[src/rtl/rss_pkg.sv]
package rss_pkg;

  localparam int FIELD_W = 16;
  localparam int SEL_W   = 4;
  localparam int IDX_W   = 5;
  localparam int RATIO_W = 17;
  localparam int WS_BASE = 6;
  localparam int SEL_LSB = 8;
  localparam int IDX_LSB = 0;
  localparam logic [RATIO_W-1:0] RATIO_TOP = 17'd98304;

  // Divide ratio for a ladder index: 2,4,6,8 then 12,16,24,32,... ; 29 and above saturate.
  function automatic logic [RATIO_W-1:0] ladder_ratio(input logic [IDX_W-1:0] idx);
    logic [IDX_W-1:0] k;
    if (idx < IDX_W'(4)) return RATIO_W'({idx, 1'b0}) + RATIO_W'(2);
    if (idx >= IDX_W'(29)) return RATIO_TOP;
    k = idx - IDX_W'(4);
    return (k[0] ? RATIO_W'(16) : RATIO_W'(12)) << k[IDX_W-1:1];
  endfunction

  // Word-select port remap applied when the selected port shares its pins.
  function automatic logic [SEL_W-1:0] ws_remap(input logic [SEL_W-1:0] port,
                                                input logic share);
    if (!share) return port;
    case (port)
      SEL_W'(1), SEL_W'(2), SEL_W'(9): return SEL_W'(0);
      SEL_W'(4):                       return SEL_W'(3);
      SEL_W'(8):                       return SEL_W'(7);
      default:                         return port;
    endcase
  endfunction

endpackage

[src/rtl/rss_ladder_div.sv]
module rss_ladder_div #(
  parameter int CNT_W = 17
) (
  input  logic             clk,
  input  logic             rst_n,
  input  logic             run,
  input  logic             restart,
  input  logic             tick,
  input  logic [CNT_W-1:0] ratio,
  output logic             hit
);

  logic [CNT_W-1:0] cnt_q;

  assign hit = run && tick && !restart && (cnt_q == ratio - CNT_W'(1));

  always_ff @(posedge clk or negedge rst_n) begin
    if (!rst_n)               cnt_q <= '0;
    else if (!run || restart) cnt_q <= '0;
    else if (hit)             cnt_q <= '0;
    else if (tick)            cnt_q <= cnt_q + CNT_W'(1);
  end

endmodule

[src/rtl/rss_chan.sv]
module rss_chan
  import rss_pkg::*;
#(
  parameter int NSRC  = 5,
  parameter int NPORT = 10
) (
  input  logic               clk,
  input  logic               rst_n,
  input  logic [FIELD_W-1:0] field,
  input  logic [NSRC-1:0]    src_tick,
  input  logic [NPORT-1:0]   ws_edge,
  input  logic [NPORT-1:0]   pin_share,
  input  logic [NSRC:0]      div_en,
  output logic               strobe,
  output logic               is_div,
  output logic               gate_on,
  output logic               is_ws,
  output logic               ws_pick,
  output logic               is_none,
  output logic               div_pulse
);

  localparam int SIW = (NSRC > 1) ? $clog2(NSRC) : 1;
  localparam int EIW = $clog2(NSRC + 1);
  localparam int PIW = (NPORT > 1) ? $clog2(NPORT) : 1;
  localparam int KEY_W = SEL_W + IDX_W;

  logic [SEL_W-1:0] sel;
  logic [IDX_W-1:0] idx;
  logic [SEL_W-1:0] port_raw;
  logic [SEL_W-1:0] port_eff;
  logic [EIW-1:0]   en_pos;
  logic             tick_sel;
  logic [KEY_W-1:0] key_q;
  logic             restart;
  logic             strobe_q;
  logic             rsv_unused;

  assign sel        = field[SEL_LSB +: SEL_W];
  assign idx        = field[IDX_LSB +: IDX_W];
  assign rsv_unused = ^{field[FIELD_W-1:SEL_LSB+SEL_W], field[SEL_LSB-1:IDX_LSB+IDX_W]};

  always_comb begin
    is_div   = int'(sel) < NSRC;
    port_raw = sel - SEL_W'(WS_BASE);
    is_ws    = (int'(sel) >= WS_BASE) && (int'(port_raw) < NPORT);
    is_none  = !is_div && !is_ws;
    port_eff = ws_remap(port_raw, is_ws && pin_share[port_raw[PIW-1:0]]);
    ws_pick  = is_ws && ws_edge[port_eff[PIW-1:0]];
    en_pos   = EIW'(sel) + EIW'(1);
    gate_on  = is_div && div_en[en_pos];
    tick_sel = is_div && src_tick[sel[SIW-1:0]];
  end

  assign restart = {sel, idx} != key_q;

  rss_ladder_div #(.CNT_W(RATIO_W)) u_div (
    .clk     (clk),
    .rst_n   (rst_n),
    .run     (gate_on),
    .restart (restart),
    .tick    (tick_sel),
    .ratio   (ladder_ratio(idx)),
    .hit     (div_pulse)
  );

  always_ff @(posedge clk or negedge rst_n) begin
    if (!rst_n) begin
      key_q    <= '0;
      strobe_q <= 1'b0;
    end else begin
      key_q    <= {sel, idx};
      strobe_q <= is_ws ? ws_pick : div_pulse;
    end
  end

  assign strobe = strobe_q;

endmodule

[src/rtl/rate_strobe_sel.sv]
module rate_strobe_sel
  import rss_pkg::*;
#(
  parameter int NCH   = 4,
  parameter int NSRC  = 5,
  parameter int NPORT = 10
) (
  input  logic                        clk,
  input  logic                        rst_n,
  input  logic [NSRC-1:0]             src_tick,
  input  logic [NPORT-1:0]            ws_edge,
  input  logic [NPORT-1:0]            pin_share,
  input  logic [NSRC:0]               div_en,
  input  logic [((NCH+1)/2)*32-1:0]   in_timing_cfg,
  input  logic [((NCH+1)/2)*32-1:0]   out_timing_cfg,
  output logic [NCH-1:0]              in_strobe,
  output logic [NCH-1:0]              out_strobe
);

  localparam int LANES = 2 * NCH;
  localparam int WORD_W = 2 * FIELD_W;

  logic [LANES-1:0] lane_strobe;
  logic [LANES-1:0] lane_is_div;
  logic [LANES-1:0] lane_gate_on;
  logic [LANES-1:0] lane_is_ws;
  logic [LANES-1:0] lane_ws_pick;
  logic [LANES-1:0] lane_is_none;
  logic [LANES-1:0] lane_div_pulse;

  for (genvar g = 0; g < LANES; g++) begin : g_lane
    localparam int CH   = g % NCH;
    localparam int BASE = (CH / 2) * WORD_W + (CH % 2) * FIELD_W;
    logic [FIELD_W-1:0] fld;

    if (g < NCH) begin : g_in
      assign fld = in_timing_cfg[BASE +: FIELD_W];
    end else begin : g_out
      assign fld = out_timing_cfg[BASE +: FIELD_W];
    end

    rss_chan #(.NSRC(NSRC), .NPORT(NPORT)) u_chan (
      .clk       (clk),
      .rst_n     (rst_n),
      .field     (fld),
      .src_tick  (src_tick),
      .ws_edge   (ws_edge),
      .pin_share (pin_share),
      .div_en    (div_en),
      .strobe    (lane_strobe[g]),
      .is_div    (lane_is_div[g]),
      .gate_on   (lane_gate_on[g]),
      .is_ws     (lane_is_ws[g]),
      .ws_pick   (lane_ws_pick[g]),
      .is_none   (lane_is_none[g]),
      .div_pulse (lane_div_pulse[g])
    );
  end

  assign in_strobe  = lane_strobe[NCH-1:0];
  assign out_strobe = lane_strobe[LANES-1:NCH];

endmodule

[config.mk]
export PLATFORM = sky130hd
export DESIGN_NAME = rate_strobe_sel
export DESIGN_NICKNAME = d
export VERILOG_FILES = /design/src/rtl/rss_pkg.sv /design/src/rtl/rss_ladder_div.sv /design/src/rtl/rss_chan.sv /design/src/rtl/rate_strobe_sel.sv
export SDC_FILE = /design/constraint.sdc
export NUM_CORES = 1
export LEC_CHECK = 0
export ABC_AREA = 1
export BUFFER_PORTS_ARGS = -buffer_cell sky130_fd_sc_hd__buf_2
export CAP_MARGIN = 15
export CORE_ASPECT_RATIO = 0.9
export CORE_UTILIZATION = 58
export CTS_BUF_LIST = sky130_fd_sc_hd__clkbuf_2 sky130_fd_sc_hd__clkbuf_4 sky130_fd_sc_hd__clkbuf_8
export CTS_CLUSTER_DIAMETER = 80
export DETAILED_ROUTE_END_ITERATION = 16
export GPL_TIMING_DRIVEN = 0
export PLACE_DENSITY_LB_ADDON = 0.3
export SKIP_CTS_REPAIR_TIMING = 1
export SLEW_MARGIN = 20
export SYNTH_ARGS = -nofsm -noshare
export SYNTH_HDL_FRONTEND = slang
export SYNTH_SLANG_ARGS = --single-unit
[constraint.sdc]
create_clock -name clk -period 2.2 [get_ports clk]
set_input_delay 0.11 -clock clk [delete_from_list [all_inputs] [get_ports clk]]
set_output_delay 0.11 -clock clk [all_outputs]
set_load 0.005 [all_outputs]
==> impl_metrics.json <==
{
  "synthDistinctLibCells": 57,
  "dieHeight_um": 197,
  "synth_edf_count": 0,
  "dr.first_iter.drc_count": 2937,
  "syn-cell-area_sq_um": 24400,
  "clkTransAtPathRegs_ps": 60,
  "cp.required_ps": 2700,
  "wl_per_cell_um": 15.7,
  "p_sw_uw": 5350,
  "wl_um": 80000,
  "drcViolationCount": 0,
  "tns_ps": -2580,
  "ys_seq_area_share_pct": 22.2,
  "initial_utilization_pct": 59.4,
  "crit_path_frequent_cell": "nand2_1",
  "die_w_um": 218,
  "rows": 70,
  "rsz0062_at_grt": "true",
  "clkPwrFrac_pct": 36.0,
  "final_hold_viol_count": 0,
  "p_leak_uw": 0.0157,
  "nets": 4784,
  "syn_avg_cell_area_sq_um": 5.86,
  "max_clock_freq_mhz": 410,
  "ys_warn_count": 0,
  "hold_ws_ps": 7.03,
  "place_area_sq_um": 26100,
  "period_needed_ps": 2440,
  "detail_route.first_pass.iterations": 6,
  "skew_ps": 40.8,
  "arrival_ps": 2940,
  "crit_fanout": 3,
  "viasPerCell": 5.65,
  "power_density_nw_per_um2": 462,
  "numCtsBuffers": 43,
  "core_area_sq_um": 41100,
  "drv_cap": 0,
  "ant_nets": 0,
  "overflow": 0,
  "share_seq_of_total_power_pct": 28.8,
  "place_hpwl_um": 52800,
  "slew-limit-headroom_pct": 36.8,
  "cts_max_level": 2,
  "hold_class": "in2async",
  "violations": "negative setup slack",
  "outcome": "complete, but fails checks",
  "fin_ws_ps": -242,
  "grt_max_degree": 91,
  "place_ws_ps": -1040,
  "path_cells": "ha_2 -> nand3_2 -> nor2_4 -> nand2_2 -> nor3_4 -> nand2_2 -> nor2_4 -> nand2_2 -> nor2_2 -> nand2_1 -> nor2_2 -> nand2_1 -> nor2_2 -> nand2_1 -> nand2_1 -> nor2_1 -> nand2_1 -> nand2_1",
  "end_kind": "flip-flop",
  "clockRootBuffer": "clkbuf_8",
  "drive_above_1_share_pct": 19.1,
  "cts.sinks": 216,
  "antenna_found_initial": 19,
  "setup_viol": 33,
  "ys.flop_type": "dfrtp_1",
  "area_growth_pct": 26.8,
  "period_share_pct": 111,
  "critPathBufInv": 0,
  "clk_path_buf_depth": 3,
  "intPower_uw": 8940,
  "ir_drop_uv": 537,
  "dieArea_sq_um": 42900,
  "grtUsageTotal_pct": 31.9,
  "critPathKind": "reg2reg",
  "place_congestion": 0.984,
  "crit_family": "simple AND/OR/NAND/NOR gates",
  "ys_async_sr_fraction_pct": 100,
  "cts_tree": "built",
  "grt_pass1_vias": 23432,
  "ys_ff_latch": 216,
  "worst_pin_slew_ps": 948,
  "switching_share_pct": 37.4,
  "stdcell_count": 5105,
  "clk_latency_ps": 640,
  "cp_slowest_stage_delay_ps": 380,
  "cpMaxStageDelayCell": "dfrtp_1",
  "vias": 28822,
  "grt_pass1_wl_um": 113000,
  "dpl.cell_count": 4806,
  "drv_slew": 0,
  "syn_nets": 4427,
  "critPathLaunchType": "flip-flop",
  "fin_area_sq_um": 30900,
  "port_buffers": 102,
  "comb_power_share_pct": 35.3,
  "ioPinCount": 169,
  "netlist_instances": 4162
}
-- synthesized netlist by cell type (all sizes together) (8+ instances only) --
cell type	count	share of area, %
inv	517	8.0
o211ai	23	0.71
dfrtp	216	22
nor4	13	0.41
nand2	1507	23
nor3	48	0.98
nand4	87	2.3
o22ai	8	0.21
or2	21	0.54
clkbuf	41	0.63
nand3b	20	0.67
a21oi	156	3.2
xor2	98	3.6
ha	104	5.3
nor3b	28	0.86
nor2	448	7.6
nand3	425	9.0
xnor2	62	2.2
clkinv	14	0.22
o21bai	21	0.65
o21ai	201	4.2
buf	49	1.3
-- layer usage --
metal	vias to the layer above	wire (um)	GRT usage, %
met4	16	3120	11.3
li1	14079	-	-
met2	1351	35800	48.5
met3	271	7390	5.52
met1	13105	33600	45.5
met5	-	101	0
-- power groups by stage --
stage | combinational (uW) | sequential [uW] | clock (uW)
after floorplan | 3340 | 4160 | 0
after global placement | 4350 | 4170 | 0
after detailed placement | 4430 | 4170 | 0
after CTS | 4460 | 4100 | 5160
after global routing | 5600 | 4110 | 5350
final | 5040 | 4110 | 5140
-- final timing paths --
check                      depth (start not counted)                          endpoint  slack [ps]                             start
max in group asynchronous                          3   g_lane[1].u_chan.u_div.cnt_q[2]        1270                             rst_n
min                                                2  g_lane[0].u_chan.u_div.cnt_q[15]           7                             rst_n
max                                               18  g_lane[5].u_chan.u_div.cnt_q[16]        -240   g_lane[5].u_chan.u_div.cnt_q[1]
min in group clk                                   7           g_lane[4].u_chan.strobe          60                        ws_edge[7]
max reg2reg                                       18  g_lane[5].u_chan.u_div.cnt_q[16]        -240   g_lane[5].u_chan.u_div.cnt_q[1]
min reg2reg                                        2  g_lane[3].u_chan.u_div.cnt_q[10]         490  g_lane[3].u_chan.u_div.cnt_q[10]
-- cell usage in the layout, fill, tap and decap left out, drive strengths merged, types with 8 or more instances in the layout --
cell         count
nor2           448
o21ai          201
nand2         1507
nand3          425
dlygate4sd3     73
inv            515
xor2            98
xnor2           62
o21bai          21
clkinv          19
or2             21
dfrtp          216
nand3b          20
o22ai            8
nor3b           28
diode           12
o211ai          23
buf            289
nor3            48
nor4            13
a21oi          156
clkbuf         104
nand4           87
ha             104
-- through the flow --
step                total power, uW  utilization, %
CTS                           13700            66.1
detailed placement             8600            63.6
global route                  15100            75.3
global placement               8520            63.4
finish                        14300            75.3
floorplan                      7500               -
-- cell families (layout without fill, tap and decap cells) --
kind of cell	count (synthesis)	in the layout	share of synthesized area (%)
AOI/OAI and AO/OA	447	447	10.1
xor gates and xnor gates	164	164	6.18
adders and majority gates	104	104	5.33
buffers and inverters	621	1012	10.1
DFF	216	216	22.2
muxes	4	4	0.164
other	0	12	0
and+or+nand+nor	2606	2606	45.9
-- state kept, by name, indices dropped and copies added, names as in the netlist --
name,cells
g_lane.u_chan.u_div.cnt_q,136
g_lane.u_chan.key_q,72
g_lane.u_chan.strobe,8
-- layout make-up --
class	count	area, sq um
inverters	531	2130
multi-input cells	3325	18400
diodes	12	30.0
well taps	540	676
clock inverters	14	223
fillers	3066	10100
clock buffers	65	826
repair inverters	1	7.51
plain buffers	84	584
repair buffers	317	2630
flip-flops and latches	216	5420
No activity file was read; power rests on OpenSTA's default activity.
